==> config.mk <==
export PLATFORM = sky130hd
export DESIGN_NAME = seg_xlate
export DESIGN_NICKNAME = d
export VERILOG_FILES = /design/src/rtl/seg_xlate_pkg.sv /design/src/rtl/seg_xlate_cfg.sv /design/src/rtl/seg_xlate_fsm.sv /design/src/rtl/seg_xlate_dp.sv /design/src/rtl/seg_xlate.sv
export SDC_FILE = /design/constraint.sdc
export NUM_CORES = 1
export LEC_CHECK = 0
export BUFFER_PORTS_ARGS = -buffer_cell sky130_fd_sc_hd__clkbuf_2
export CAP_MARGIN = 25
export CORE_MARGIN = 10
export CORE_UTILIZATION = 60
export DETAILED_ROUTE_END_ITERATION = 8
export PLACE_DENSITY = 0.86
export SLEW_MARGIN = 20
export SYNTH_ARGS = -nofsm -noshare
export SYNTH_HDL_FRONTEND = slang
export SYNTH_SLANG_ARGS = --single-unit
==> constraint.sdc <==
create_clock -name clk -period 4.1 [get_ports clk]
set_input_delay 0.205 -clock clk [delete_from_list [all_inputs] [get_ports clk]]
set_output_delay 0.205 -clock clk [all_outputs]
set_load 0.03 [all_outputs]
==> src/rtl/seg_xlate_pkg.sv <==
package seg_xlate_pkg;

  localparam int ADDR_W     = 32;
  localparam int DESC_BYTES = 8;
  localparam int WORD_BYTES = 4;

  typedef enum logic [5:0] {
    ST_IDLE        = 6'b000001,
    ST_CHECK_SEG   = 6'b000010,
    ST_FETCH_ORG   = 6'b000100,
    ST_FETCH_LEN   = 6'b001000,
    ST_CHECK_OFF   = 6'b010000,
    ST_RESPOND     = 6'b100000
  } xl_state_e;

  typedef enum logic [1:0] {
    FC_NONE = 2'd0,
    FC_SEG  = 2'd1,
    FC_OFF  = 2'd2
  } fault_code_e;

  function automatic logic [ADDR_W-1:0] entry_addr(
    input logic [ADDR_W-1:0] origin,
    input logic [ADDR_W-1:0] seg_idx,
    input logic              len_word
  );
    logic [ADDR_W-1:0] stride;
    stride = seg_idx * ADDR_W'(DESC_BYTES);
    return origin + stride + (len_word ? ADDR_W'(WORD_BYTES) : '0);
  endfunction

  function automatic logic [ADDR_W-1:0] phys_of(
    input logic [ADDR_W-1:0] seg_origin,
    input logic [ADDR_W-1:0] offset
  );
    return seg_origin + offset;
  endfunction

  function automatic logic below(
    input logic [ADDR_W-1:0] value,
    input logic [ADDR_W-1:0] bound
  );
    return value < bound;
  endfunction

endpackage

==> src/rtl/seg_xlate_cfg.sv <==
module seg_xlate_cfg
  import seg_xlate_pkg::*;
#(
  parameter int SEG_W = 6
) (
  input  logic              clk,
  input  logic              rst_n,
  input  logic              priv,
  input  logic              cfg_we,
  input  logic              cfg_sel,
  input  logic [ADDR_W-1:0] cfg_wdata,
  output logic [ADDR_W-1:0] tbl_origin,
  output logic [SEG_W:0]    seg_count,
  output logic              cfg_err,
  output logic              cfg_dropped
);

  logic cfg_taken;

  assign cfg_taken   = cfg_we && priv;
  assign cfg_dropped = cfg_we && !priv;

  always_ff @(posedge clk) begin
    if (!rst_n) begin
      tbl_origin <= '0;
      seg_count  <= '0;
      cfg_err    <= 1'b0;
    end else begin
      cfg_err <= cfg_dropped;
      if (cfg_taken) begin
        if (cfg_sel) seg_count  <= cfg_wdata[SEG_W:0];
        else         tbl_origin <= cfg_wdata;
      end
    end
  end

endmodule

==> src/rtl/seg_xlate_fsm.sv <==
module seg_xlate_fsm
  import seg_xlate_pkg::*;
(
  input  logic      clk,
  input  logic      rst_n,
  input  logic      req_valid,
  input  logic      seg_ok,
  input  logic      off_ok,
  input  logic      mem_rvalid,
  output xl_state_e state,
  output logic      req_ready,
  output logic      req_accept,
  output logic      mem_req,
  output logic      rsp_valid,
  output logic      seg_reject,
  output logic      off_reject,
  output logic      org_done,
  output logic      len_done
);

  xl_state_e state_d;

  assign req_ready  = (state == ST_IDLE);
  assign req_accept = req_ready && req_valid;
  assign mem_req    = (state == ST_FETCH_ORG) || (state == ST_FETCH_LEN);
  assign rsp_valid  = (state == ST_RESPOND);
  assign seg_reject = (state == ST_CHECK_SEG) && !seg_ok;
  assign off_reject = (state == ST_CHECK_OFF) && !off_ok;
  assign org_done   = (state == ST_FETCH_ORG) && mem_rvalid;
  assign len_done   = (state == ST_FETCH_LEN) && mem_rvalid;

  always_comb begin
    state_d = state;
    unique case (state)
      ST_IDLE:      if (req_valid) state_d = ST_CHECK_SEG;
      ST_CHECK_SEG: state_d = seg_ok ? ST_FETCH_ORG : ST_RESPOND;
      ST_FETCH_ORG: if (mem_rvalid) state_d = ST_FETCH_LEN;
      ST_FETCH_LEN: if (mem_rvalid) state_d = ST_CHECK_OFF;
      ST_CHECK_OFF: state_d = ST_RESPOND;
      ST_RESPOND:   state_d = ST_IDLE;
      default:      state_d = ST_IDLE;
    endcase
  end

  always_ff @(posedge clk) begin
    if (!rst_n) state <= ST_IDLE;
    else        state <= state_d;
  end

endmodule

==> src/rtl/seg_xlate_dp.sv <==
module seg_xlate_dp
  import seg_xlate_pkg::*;
#(
  parameter int SEG_W = 6,
  parameter int OFF_W = 20
) (
  input  logic              clk,
  input  logic              rst_n,
  input  xl_state_e         state,
  input  logic              req_accept,
  input  logic [SEG_W-1:0]  req_seg,
  input  logic [OFF_W-1:0]  req_off,
  input  logic [ADDR_W-1:0] tbl_origin,
  input  logic [SEG_W:0]    seg_count,
  input  logic              org_done,
  input  logic              len_done,
  input  logic [ADDR_W-1:0] mem_rdata,
  output logic              seg_ok,
  output logic              off_ok,
  output logic [ADDR_W-1:0] mem_addr,
  output logic              rsp_fault,
  output logic [1:0]        rsp_code,
  output logic [ADDR_W-1:0] rsp_paddr
);

  logic [SEG_W-1:0]  seg_q;
  logic [OFF_W-1:0]  off_q;
  logic [ADDR_W-1:0] org_q;
  logic [ADDR_W-1:0] len_q;
  fault_code_e       code_q;
  logic [ADDR_W-1:0] paddr_q;
  logic [ADDR_W-1:0] seg_wide;
  logic [ADDR_W-1:0] off_wide;

  assign seg_wide = ADDR_W'(seg_q);
  assign off_wide = ADDR_W'(off_q);
  assign seg_ok   = below(seg_wide, ADDR_W'(seg_count));
  assign off_ok   = below(off_wide, len_q);
  assign mem_addr = entry_addr(tbl_origin, seg_wide, state == ST_FETCH_LEN);

  always_ff @(posedge clk) begin
    if (!rst_n) begin
      seg_q   <= '0;
      off_q   <= '0;
      org_q   <= '0;
      len_q   <= '0;
      code_q  <= FC_NONE;
      paddr_q <= '0;
    end else begin
      if (req_accept) begin
        seg_q   <= req_seg;
        off_q   <= req_off;
        code_q  <= FC_NONE;
        paddr_q <= '0;
      end
      if (state == ST_CHECK_SEG && !seg_ok) code_q <= FC_SEG;
      if (org_done) org_q <= mem_rdata;
      if (len_done) len_q <= mem_rdata;
      if (state == ST_CHECK_OFF) begin
        code_q  <= off_ok ? FC_NONE : FC_OFF;
        paddr_q <= off_ok ? phys_of(org_q, off_wide) : '0;
      end
    end
  end

  assign rsp_fault = (code_q != FC_NONE);
  assign rsp_code  = code_q;
  assign rsp_paddr = paddr_q;

endmodule

==> src/rtl/seg_xlate.sv <==
module seg_xlate
  import seg_xlate_pkg::*;
#(
  parameter int SEG_W = 6,
  parameter int OFF_W = 20
) (
  input  logic             clk,
  input  logic             rst_n,
  input  logic             priv,
  input  logic             cfg_we,
  input  logic             cfg_sel,
  input  logic [31:0]      cfg_wdata,
  output logic             cfg_err,
  input  logic             req_valid,
  output logic             req_ready,
  input  logic [SEG_W-1:0] req_seg,
  input  logic [OFF_W-1:0] req_off,
  output logic             rsp_valid,
  output logic             rsp_fault,
  output logic [1:0]       rsp_code,
  output logic [31:0]      rsp_paddr,
  output logic             mem_req,
  output logic [31:0]      mem_addr,
  input  logic             mem_rvalid,
  input  logic [31:0]      mem_rdata
);

  logic [ADDR_W-1:0] tbl_origin;
  logic [SEG_W:0]    seg_count;
  logic              cfg_dropped;
  xl_state_e         state;
  logic              req_accept;
  logic              seg_ok;
  logic              off_ok;
  logic              seg_reject;
  logic              off_reject;
  logic              org_done;
  logic              len_done;

  seg_xlate_cfg #(.SEG_W(SEG_W)) cfg_u (
    .clk(clk), .rst_n(rst_n), .priv(priv), .cfg_we(cfg_we),
    .cfg_sel(cfg_sel), .cfg_wdata(cfg_wdata), .tbl_origin(tbl_origin),
    .seg_count(seg_count), .cfg_err(cfg_err), .cfg_dropped(cfg_dropped)
  );

  seg_xlate_fsm fsm_u (
    .clk(clk), .rst_n(rst_n), .req_valid(req_valid), .seg_ok(seg_ok),
    .off_ok(off_ok), .mem_rvalid(mem_rvalid), .state(state),
    .req_ready(req_ready), .req_accept(req_accept), .mem_req(mem_req),
    .rsp_valid(rsp_valid), .seg_reject(seg_reject), .off_reject(off_reject),
    .org_done(org_done), .len_done(len_done)
  );

  seg_xlate_dp #(.SEG_W(SEG_W), .OFF_W(OFF_W)) dp_u (
    .clk(clk), .rst_n(rst_n), .state(state), .req_accept(req_accept),
    .req_seg(req_seg), .req_off(req_off), .tbl_origin(tbl_origin),
    .seg_count(seg_count), .org_done(org_done), .len_done(len_done),
    .mem_rdata(mem_rdata), .seg_ok(seg_ok), .off_ok(off_ok),
    .mem_addr(mem_addr), .rsp_fault(rsp_fault), .rsp_code(rsp_code),
    .rsp_paddr(rsp_paddr)
  );

endmodule

==> metrics.md, run 1 <==
| Metric | Value |
|---|---|
| Max FO, Critical Path | 7 |
| Number of distinct library cells after synthesis | 72 |
| Hold Path Class | in -> reg |
| Worst reg2reg endpoint | dp_u.rsp_paddr[20]$_SDFFE_PN0P_ |
| PwrDens | 357.9 mW/mm2 |
| Die Y-Extent | 141.0 um |
| WHS | -1.920 ps |
| DRT Wirelength | 26690 um |
| Share of cells above drive strength 1 | 0.1790 |
| Sink Count | 170 |
| Synth async-reset ratio | 0 |
| Final Max Tran Viols | 0 |
| R2r setup slk | 1290 ps |
| PortBufs | 167 |
| Most frequent cells in the layout | nand2_1, a21oi_1, dfxtp_1 |
| Crit path time final | 3771 ps |
| # nets final | 1444 |
| Starting Density | 0.6087 |
| Cts bufs inserted | 17 |
| Core box area | 0.01442 mm2 |
| DIE WIDTH | 141.0 um |
| DP Wirelength | 18080 um |
| Worst slew margin | 0.4070 |
| Worst setup EP type | output pin |
| RSZ-0062 raised after global routing | no |
| Worst-case clock skew | 8.677 ps |
| Sequential-to-total area share from yosys stat | 0.3876 |
| RePlAce Congestion | 0.9329 |
| Final ANT Viol Nets | 0 |
| Hold_sp | mem_rdata[24] |
| Data arrival time of the critical path | 3570 ps |
| Diodes inserted | 0 |
| Post-synth EDFFs | 0 |
| Final Hold Vio Count | 2 |
| Met2 Use GR | 0.4530 |
| R2r worst-path depth | 9 |
| Routed length per instance | 17.90 um |
| Status | complete, but fails checks |
| Total GRT Usage | 0.2627 |
| Clock Tree Root | clkbuf_16 |
| Startpoint types | register |
| Worst reg2reg startpoint | dp_u.len_q[17]$_SDFFE_PN0P_ |
| Hold endpoint | dp_u.org_q[24]$_SDFFE_PN0P_ |
| Cell count after synthesis | 1116 |
| DRC violations left | 0 |
| Number of global-route vias before repair | 8760 |
| Die area | 0.01987 mm2 |
| Worst slew pin tran | 889.5 ps |
| Seq cells post-synth | 170 |
| DRT iter0 DRCs | 959 |
| Yosys Warn Count | 0 |
| Vias/cell | 5.895 |
| IO Count | 168 |
| Total gr overflow | 0 |
| Met3 GRT Util | 0.08331 |
| Clock buffer depth | 2 |
| GR peak layer | met2 |
| Syn nets | 1266 |
| Post-CTS setup buffer count | 0 |
| Met1 Use GR | 0.2991 |
| # Max-Cap Violations | 0 |
| Hold path depth | 3 |
| Via Count | 8790 |
| 1st-pass router iterations | 9 |
| Finish-stage setup viols | 0 |
| VDD IR-drop max | 0.3217 mV |
| CP Class | reg -> out |
| TritonCTS clock tree | done |
| Most common cell after layout, fill and taps aside | nand2_1 |
| # rows | 44 |
| Htree depth | 4 |
| Failing checks | negative hold slack |
| Synthesized area | 0.008780 mm2 |
| Primary FF master, synth | dfxtp_1 |
| Global-route wire length before repair | 43180 um |
| Syn Area/Cell | 7.867 um2 |
| Static leakage | 4.433 nW |
| Worst endpoint required time | 3890 ps |
| Final Util | 0.7421 |
| Largest net degree at the start of global routing | 87 |
| Setup TNS | 0 ps |
| Initial antenna violation count | 0 |
| Highest Clock Rate | 265.2 MHz |
| Worst skew pair latency | 440 ps |
| Final period util | 0.9199 |
| Clock transition at path regs | 70 ps |
| Area grow syn2layout | 21.92% |
==> report_power, final <==
group / switching [mW] / internal [mW]
sequential: 0.0358 / 1.68
clock: 0.698 / 0.964
combinational: 0.277 / 0.172
==> worst max-delay path, cell delays in order, from the launching register on <==
cell       delay (ps)
dfxtp_1           350
or2_4             320
nor4_4            330
ha_1              260
a21o_1            120
a21oi_1            90
o21bai_1          310
a2111oi_4         170
nor3_1            510
nand3_1           200
xnor2_1           220
clkbuf_2          250
==> Yosys cell counts (all sizes together), types with 3 or more instances <==
library cell / number / area, um2
dfxtp: 170 / 3403
and4: 4 / 35.03
nand2b: 8 / 50.05
xor2: 21 / 183.9
a21boi: 3 / 22.52
o211ai: 12 / 90.09
inv: 36 / 135.1
nor3b: 5 / 37.54
and3: 8 / 50.05
or2: 5 / 31.28
nor3: 12 / 81.33
a2111oi: 5 / 81.33
nand2: 306 / 1151
o31ai: 4 / 30.03
a21o: 13 / 97.59
clkbuf: 38 / 142.6
nand4: 15 / 93.84
o2111ai: 3 / 32.53
nor4: 8 / 77.57
nand3b: 3 / 22.52
a32oi: 11 / 96.34
ha: 51 / 638.1
mux2i: 8 / 80.08
and2: 4 / 25.02
nor2: 48 / 182.7
a21oi: 171 / 859.6
o21bai: 5 / 37.54
nor2b: 3 / 18.77
nand3: 20 / 112.6
or3: 3 / 18.77
xnor2: 31 / 271.5
o21a: 6 / 45.04
buf: 21 / 138.9
o21ai: 27 / 135.1
a31oi: 3 / 18.77
==> layout make-up <==
class / count / area [um2]
multi-input cells: 851 / 5001
fillers: 1050 / 3720
flip-flops and latches: 170 / 3403
repair buffers: 218 / 1331
clock buffers: 19 / 432.9
well taps: 184 / 230.2
clock inverters: 13 / 167.7
inverters: 36 / 137.6
==> state kept, by name, indices dropped and copies added, names as in the netlist <==
| name | cells |
|---|---|
| cfg_u.tbl_origin | 32 |
| dp_u.len_q | 32 |
| dp_u.org_q | 32 |
| dp_u.rsp_paddr | 32 |
| dp_u.off_q | 20 |
| cfg_u.seg_count | 7 |
| dp_u.seg_q | 6 |
| fsm_u.state | 6 |
| dp_u.rsp_code | 2 |
| cfg_u.cfg_err | 1 |
==> metal layers <==
layer  part of all wire  vias up  wire [um]
li1                   -     4201          -
met1               0.39     4077      10490
met2               0.49      430      12980
met3              0.092       82       2444
met4              0.029        0        775
met5                  0        -          0
==> worst max-delay path by stage <==
stage	cells after the start	from	endpoint	slack, ps
CTS	11	fsm_u.state[1]$_SDFFE_PN0P_	mem_addr[31]	110
detailed placement	11	fsm_u.state[1]$_SDFFE_PN0P_	mem_addr[31]	600
floorplan	11	fsm_u.state[1]$_SDFFE_PN0P_	mem_addr[31]	910
global placement	11	fsm_u.state[1]$_SDFFE_PN0P_	mem_addr[31]	700
finish	11	fsm_u.state[1]$_SDFFE_PN0P_	mem_addr[21]	330
global route	12	fsm_u.state[2]$_SDFFE_PN0P_	mem_addr[28]	160
==> per-stage QoR <==
step                      worst slack [ps]  total power, mW  std cells  area [um2]
after floorplan                      910.1            2.025       1116        8780
after global placement               695.8            2.143       1416        9629
after detailed placement             601.5            2.153       1417        9644
after CTS                            109.3            3.811       1490       10660
after global routing                 159.1            3.949       1491       10700
final                                328.6            3.831       1491       10700
==> kinds of logic (layout without fill, tap and decap cells) <==
family / Yosys count / after routing / share of synthesized area
AO/OA/AOI/OAI: 281 / 281 / 0.1954
XOR/XNOR: 52 / 52 / 0.05187
adder cells (fa/ha/maj): 53 / 53 / 0.07724
buffers and inverters: 95 / 286 / 0.04746
flip-flops: 170 / 170 / 0.3876
multiplexers: 8 / 8 / 0.009121
AND/OR/NAND/NOR: 457 / 457 / 0.2313
==> what timing repair did <==
item	4_1_cts	5_1_grt
gates resized for setup	0	4
hold buffers	41	1
setup endpoints to repair	0	13
hold endpoints to repair	41	1
No activity file was read; power rests on OpenSTA's default activity.
==> run 2, diff against run 1 <==
CORE_UTILIZATION = 51   (was 60)
CTS_CLUSTER_DIAMETER = 40   (was default)
PLACE_DENSITY = 0.77   (was 0.86)
clock period = 3.05 ns   (was 4.1 ns; I/O delays follow)
==> run 2 against run 1 <==
The run ends with negative setup slack left. First-iteration DRC count fell by 36%. Worst hold slack improved by 87 ps. Global-route usage fell by 2.4 points. Utilization fell by 4.9 points. Cell area rose by 8.2%. Routed wire length rose by 4.9%. Clock skew rose by 4.5 ps. Worst setup slack got worse by 350 ps. Critical path depth rose by 1. Critical path type unchanged. Critical endpoint is now mem_addr[10]. Highest routed layer unchanged.
==> metrics.md, run 2 (same netlist as run 1, synthesis figures left out) <==
| Metric | Value |
|---|---|
| Final ANT Viol Nets | 0 |
| Worst slew pin tran | 811.8 ps |
| Htree depth | 4 |
| Static leakage | 4.789 nW |
| Failing checks | negative setup slack |
| Clock Tree Root | clkbuf_16 |
| Total GRT Usage | 0.2386 |
| Met1 Use GR | 0.2880 |
| Die area | 0.02286 mm2 |
| Worst slew margin | 0.4582 |
| Final Max Tran Viols | 0 |
| Highest Clock Rate | 325.6 MHz |
| Initial antenna violation count | 3 |
| Die Y-Extent | 151.2 um |
| Non-Filler Instances | 1600 |
| Worst-case clock skew | 13.19 ps |
| Final Hold Vio Count | 0 |
| Met2 Use GR | 0.3997 |
| Status | complete, but fails checks |
| Area grow syn2layout | 31.94% |
| IO Count | 168 |
| Via Count | 8861 |
| Comb pwr share | 0.133 |
| RSZ-0062 raised after global routing | yes |
| DP Wirelength | 18700 um |
| Most common cell after layout, fill and taps aside | nand2_1 |
| DRC violations left | 0 |
| Most frequent cells in the layout | nand2_1, a21oi_1, dfxtp_1 |
| Finish-stage setup viols | 2 |
| Seq pwr share | 0.445 |
| Core box area | 0.01670 mm2 |
| DRT iter0 DRCs | 616 |
| Clock transition at path regs | 60 ps |
| Vias/cell | 5.538 |
| DRT Wirelength | 28000 um |
| Worst endpoint required time | 2900 ps |
| Crit path time final | 3071 ps |
| Number of global-route vias before repair | 8767 |
| Max FO, Critical Path | 3 |
| Post-Place Cells | 1466 |
| # nets final | 1514 |
| Switching Fraction | 0.2647 |
| Largest net degree at the start of global routing | 57 |
| GR peak layer | met2 |
| Cts bufs inserted | 17 |
| WHS | 85.17 ps |
| RePlAce Congestion | 0.9076 |
| Sw Pwr | 1.373 mW |
| Starting Density | 0.5257 |
| Final period util | 1.007 |
| # Max-Cap Violations | 0 |
| # rows | 47 |
| Hold Path Class | in -> reg |
| R2r worst-path depth | 10 |
| Total gr overflow | 0 |
| Sink Count | 170 |
| PwrDens | 447.7 mW/mm2 |
| VDD IR-drop max | 0.3845 mV |
| Hold path depth | 3 |
| CP Class | reg -> out |
| Startpoint types | register |
| Worst setup EP type | output pin |
| Data arrival time of the critical path | 2920 ps |
| DIE WIDTH | 151.2 um |
| Met3 GRT Util | 0.06742 |
| 1st-pass router iterations | 7 |
| Internal | 3.813 mW |
| Clock buffer depth | 2 |
| Global-route wire length before repair | 44240 um |
| Clock group share of total power | 0.421 |
| Post-place setup slack | 67.73 ps |
| PortBufs | 167 |
| TritonCTS clock tree | done |
| Share of cells above drive strength 1 | 0.2019 |
| Crit path setup slack, layout | -21.30 ps |
| Worst skew pair latency | 440 ps |
| Routed length per instance | 17.50 um |
[run 2: per-stage QoR]
step                  util  total power [mW]  cell area (um2)  TNS, ps
finish              0.6936             5.186            11580   -32.73
global route        0.6936             5.367            11580    -1978
CTS                 0.6841             5.163            11430        0
detailed placement  0.5889             2.913             9834        0
global placement    0.5889             2.905             9834        0
floorplan                -             2.724             8810        0
[run 2: power by group through the flow]
stage / clock network [mW] / registers (mW) / logic [mW]
after global placement: 0 / 2.35 / 0.550
after floorplan: 0 / 2.35 / 0.379
after detailed placement: 0 / 2.36 / 0.555
final: 2.19 / 2.31 / 0.691
after global routing: 2.31 / 2.31 / 0.748
after CTS: 2.20 / 2.31 / 0.659
[run 2: final cells by class]
class | instances | area, um2
inverter | 36 | 137.6
tap | 220 | 275.3
clock inverter | 13 | 145.1
sequential | 170 | 3407
timing repair buffer | 288 | 2076
multi-input combinational | 851 | 5082
antenna | 3 | 7.507
clock buffer | 19 | 452.9
fill | 1283 | 5117
[run 2: worst paths after layout]
kind	slack, ps	to	startpoint
worst max register to register	340	dp_u.rsp_paddr[28]$_SDFFE_PN0P_	dp_u.off_q[0]$_SDFFE_PN0P_
worst max-delay path	-20	mem_addr[10]	fsm_u.state[0]$_SDFFE_PN1P_
worst min-delay path	90	fsm_u.state[3]$_SDFFE_PN0P_	mem_rvalid
worst min register to register	450	dp_u.rsp_paddr[17]$_SDFFE_PN0P_	dp_u.rsp_paddr[17]$_SDFFE_PN0P_
[run 2: routing by layer]
layer / vias to the layer above / wire length (um) / part of all wire
li1: 4336 / - / -
met1: 4113 / 11540 / 0.41
met2: 345 / 13680 / 0.49
met3: 67 / 2073 / 0.074
met4: 0 / 708 / 0.025
met5: - / 0 / 0
[run 2: timing repair]
item                                    CTS  global route
endpoints found under the hold margin   127             1
hold buffers                             91             1
setup buffers                             3             3
endpoints found under the setup margin   22            22
gates resized for setup                  18            53
pin swaps                                 6            11
[run 2: critical path: stages, from the launching register on]
cell      delay [ps]
dfxtp_1          320
nand2b_1         150
nor4_4            60
ha_2             200
fa_2             350
a21o_1           170
a21oi_2          190
nor2b_2           80
buf_4            140
nor4_2           260
nor2_1           120
xor2_1           210
buf_2            240
==> run 3, diff against run 2 <==
==> constraint.sdc (replaced) <==
create_clock -name clk -period 3.05 [get_ports clk]
set_input_delay 0.4575 -clock clk [delete_from_list [all_inputs] [get_ports clk]]
set_output_delay 0.4575 -clock clk [all_outputs]
set_load 0.03 [all_outputs]
==> run 3 against run 2 <==
The flow still finishes with violations (negative setup slack). Via count down 5.7%. Worst hold slack better by 130 ps. First-iteration DRC count decreased by 8.9%. Clock skew is 3.9 ps lower. Critical endpoint is now mem_addr[30]. Clock power fell by 9.1%. Power is 5.2% lower.
==> metrics.md, run 3 (same netlist as run 1, synthesis figures left out) <==
| Metric | Value |
|---|---|
| Crit path setup slack, layout | -406.2 ps |
| Clock Tree Root | clkbuf_16 |
| Routed length on met2 | 12250 um |
| Hold buffers post-CTS | 0 |
| IO Count | 168 |
| Pwr Total | 4.916 mW |
| 1st-pass router iterations | 5 |
| Final ANT Viol Nets | 0 |
| Via Count | 8355 |
| Area grow syn2layout | 25.61% |
| Number of global-route vias before repair | 8258 |
| DIE WIDTH | 151.2 um |
| Startpoint types | register |
| Static leakage | 4.660 nW |
| Slowest stage delay, CP | 390 ps |
| Finish-stage setup viols | 24 |
| Global-route wire length before repair | 41030 um |
| Met3 routed WL | 2130 um |
| Final Hold Vio Count | 0 |
| Worst path bufs/invs | 2 |
| Htree depth | 4 |
| DRC violations left | 0 |
| DRT Wirelength | 25740 um |
| Cts bufs inserted | 17 |
| PortBufs | 167 |
| CP max stage cell | o41ai_4 |
| Worst setup EP type | output pin |
| Worst slew margin | 0.4621 |
| TritonCTS clock tree | done |
| WHS | 210.9 ps |
| VDD IR-drop max | 0.4064 mV |
| Core box area | 0.01670 mm2 |
| Initial antenna violation count | 1 |
| Worst slew pin tran | 806.0 ps |
| DRT iter0 DRCs | 561 |
| Final Max Tran Viols | 0 |
| Clock transition at path regs | 60 ps |
| Final period util | 1.133 |
| CP Class | reg -> out |
| Starting Density | 0.5257 |
| Total gr overflow | 0 |
| Worst-case clock skew | 9.306 ps |
| Crit path time final | 3456 ps |
| Most common cell after layout, fill and taps aside | nand2_1 |
| RePlAce Congestion | 0.9121 |
| Clock buffer depth | 2 |
| Routed length per instance | 16.95 um |
| Failing checks | negative setup slack |
| Diodes inserted | 0 |
| Filler Cell Count | 1447 |
| Worst endpoint required time | 2590 ps |
| Share of cells above drive strength 1 | 0.2417 |
| DP Wirelength | 19050 um |
| Vias/cell | 5.500 |
| DRT met1 WL | 10940 um |
| RSZ-0062 raised after global routing | yes |
| Die Y-Extent | 151.2 um |
| Most frequent cells in the layout | nand2_1, a21oi_1, dfxtp_1 |
| Die area | 0.02286 mm2 |
| Hold Path Class | in -> reg |
| Sink Count | 170 |
| # nets final | 1438 |
| CP Cell Sequence | or2_4, nor4_4, ha_2, fa_2, a21o_1, a21oi_2, nor2b_2, o41ai_4, nor2_4, buf_4, nand3_2, xnor2_2, clkbuf_8 |
| Total GRT Usage | 0.2214 |
| CP top delay family | compound AO/OA/AOI/OAI gates |
| Max FO, Critical Path | 3 |
| Data arrival time of the critical path | 3000 ps |
| PwrDens | 445.7 mW/mm2 |
| Top routing layer used | met4 |
| Highest Clock Rate | 289.3 MHz |
| # Max-Cap Violations | 0 |
| # rows | 47 |
| Status | complete, but fails checks |
| Worst skew pair latency | 420 ps |
| Largest net degree at the start of global routing | 53 |
run 3: repair_timing:
| action | CTS | global route |
|---|---|---|
| pin swaps | 24 | 13 |
| gates cloned | 0 | 0 |
| setup endpoints to repair | 24 | 25 |
| resized for setup | 71 | 23 |
| buffers inserted | 15 | 3 |
run 3: worst paths after layout:
check                                                     start                               to  slack, ps  depth (start not counted)
worst max-delay path                fsm_u.state[2]$_SDFFE_PN0P_                     mem_addr[30]       -410                         13
worst min-delay path                                       priv         cfg_u.cfg_err$_SDFF_PN0_        210                          2
worst max register to register       dp_u.off_q[0]$_SDFFE_PN0P_  dp_u.rsp_paddr[24]$_SDFFE_PN0P_        340                         10
worst min register to register  dp_u.rsp_paddr[21]$_SDFFE_PN0P_  dp_u.rsp_paddr[21]$_SDFFE_PN0P_        450                          2
run 3: cell type report:
cell class	instances	area [um2]	area share
multi-input cells	851	5301	0.4807
repair buffers	212	1370	0.1242
well taps	220	275.3	0.02496
clock inverters	9	75.07	0.006807
clock buffers	21	460.4	0.04175
flip-flops and latches	170	3408	0.3091
inverters	36	137.6	0.01248
run 3: stage by stage:
stage / util / instances / setup TNS, ps / instance area, um2 / setup WS (ps)
floorplan: - / 1116 / -11.70 / 8980 / -11.70
global placement: 0.6018 / 1476 / -41.93 / 10050 / -41.93
detailed placement: 0.6018 / 1476 / -267.3 / 10050 / -107.6
CTS: 0.6562 / 1518 / -5312 / 10960 / -319.1
global route: 0.6603 / 1519 / -9082 / 11030 / -526.2
finish: 0.6603 / 1519 / -6340 / 11030 / -406.2
run 3: report_power, final:
part / switching (mW) / leakage, nW / total [mW] / internal, mW
combinational: 0.366 / 3.02 / 0.608 / 0.242
sequential: 0.0479 / 1.38 / 2.31 / 2.27
clock: 0.847 / 0.264 / 1.99 / 1.15
run 3: layer usage:
layer  vias to the layer above  track usage
met3                        33      0.06504
met4                         0      0.05967
met2                       269       0.3689
met1                      3875       0.2725
li1                       4178            -
met5                         -            0
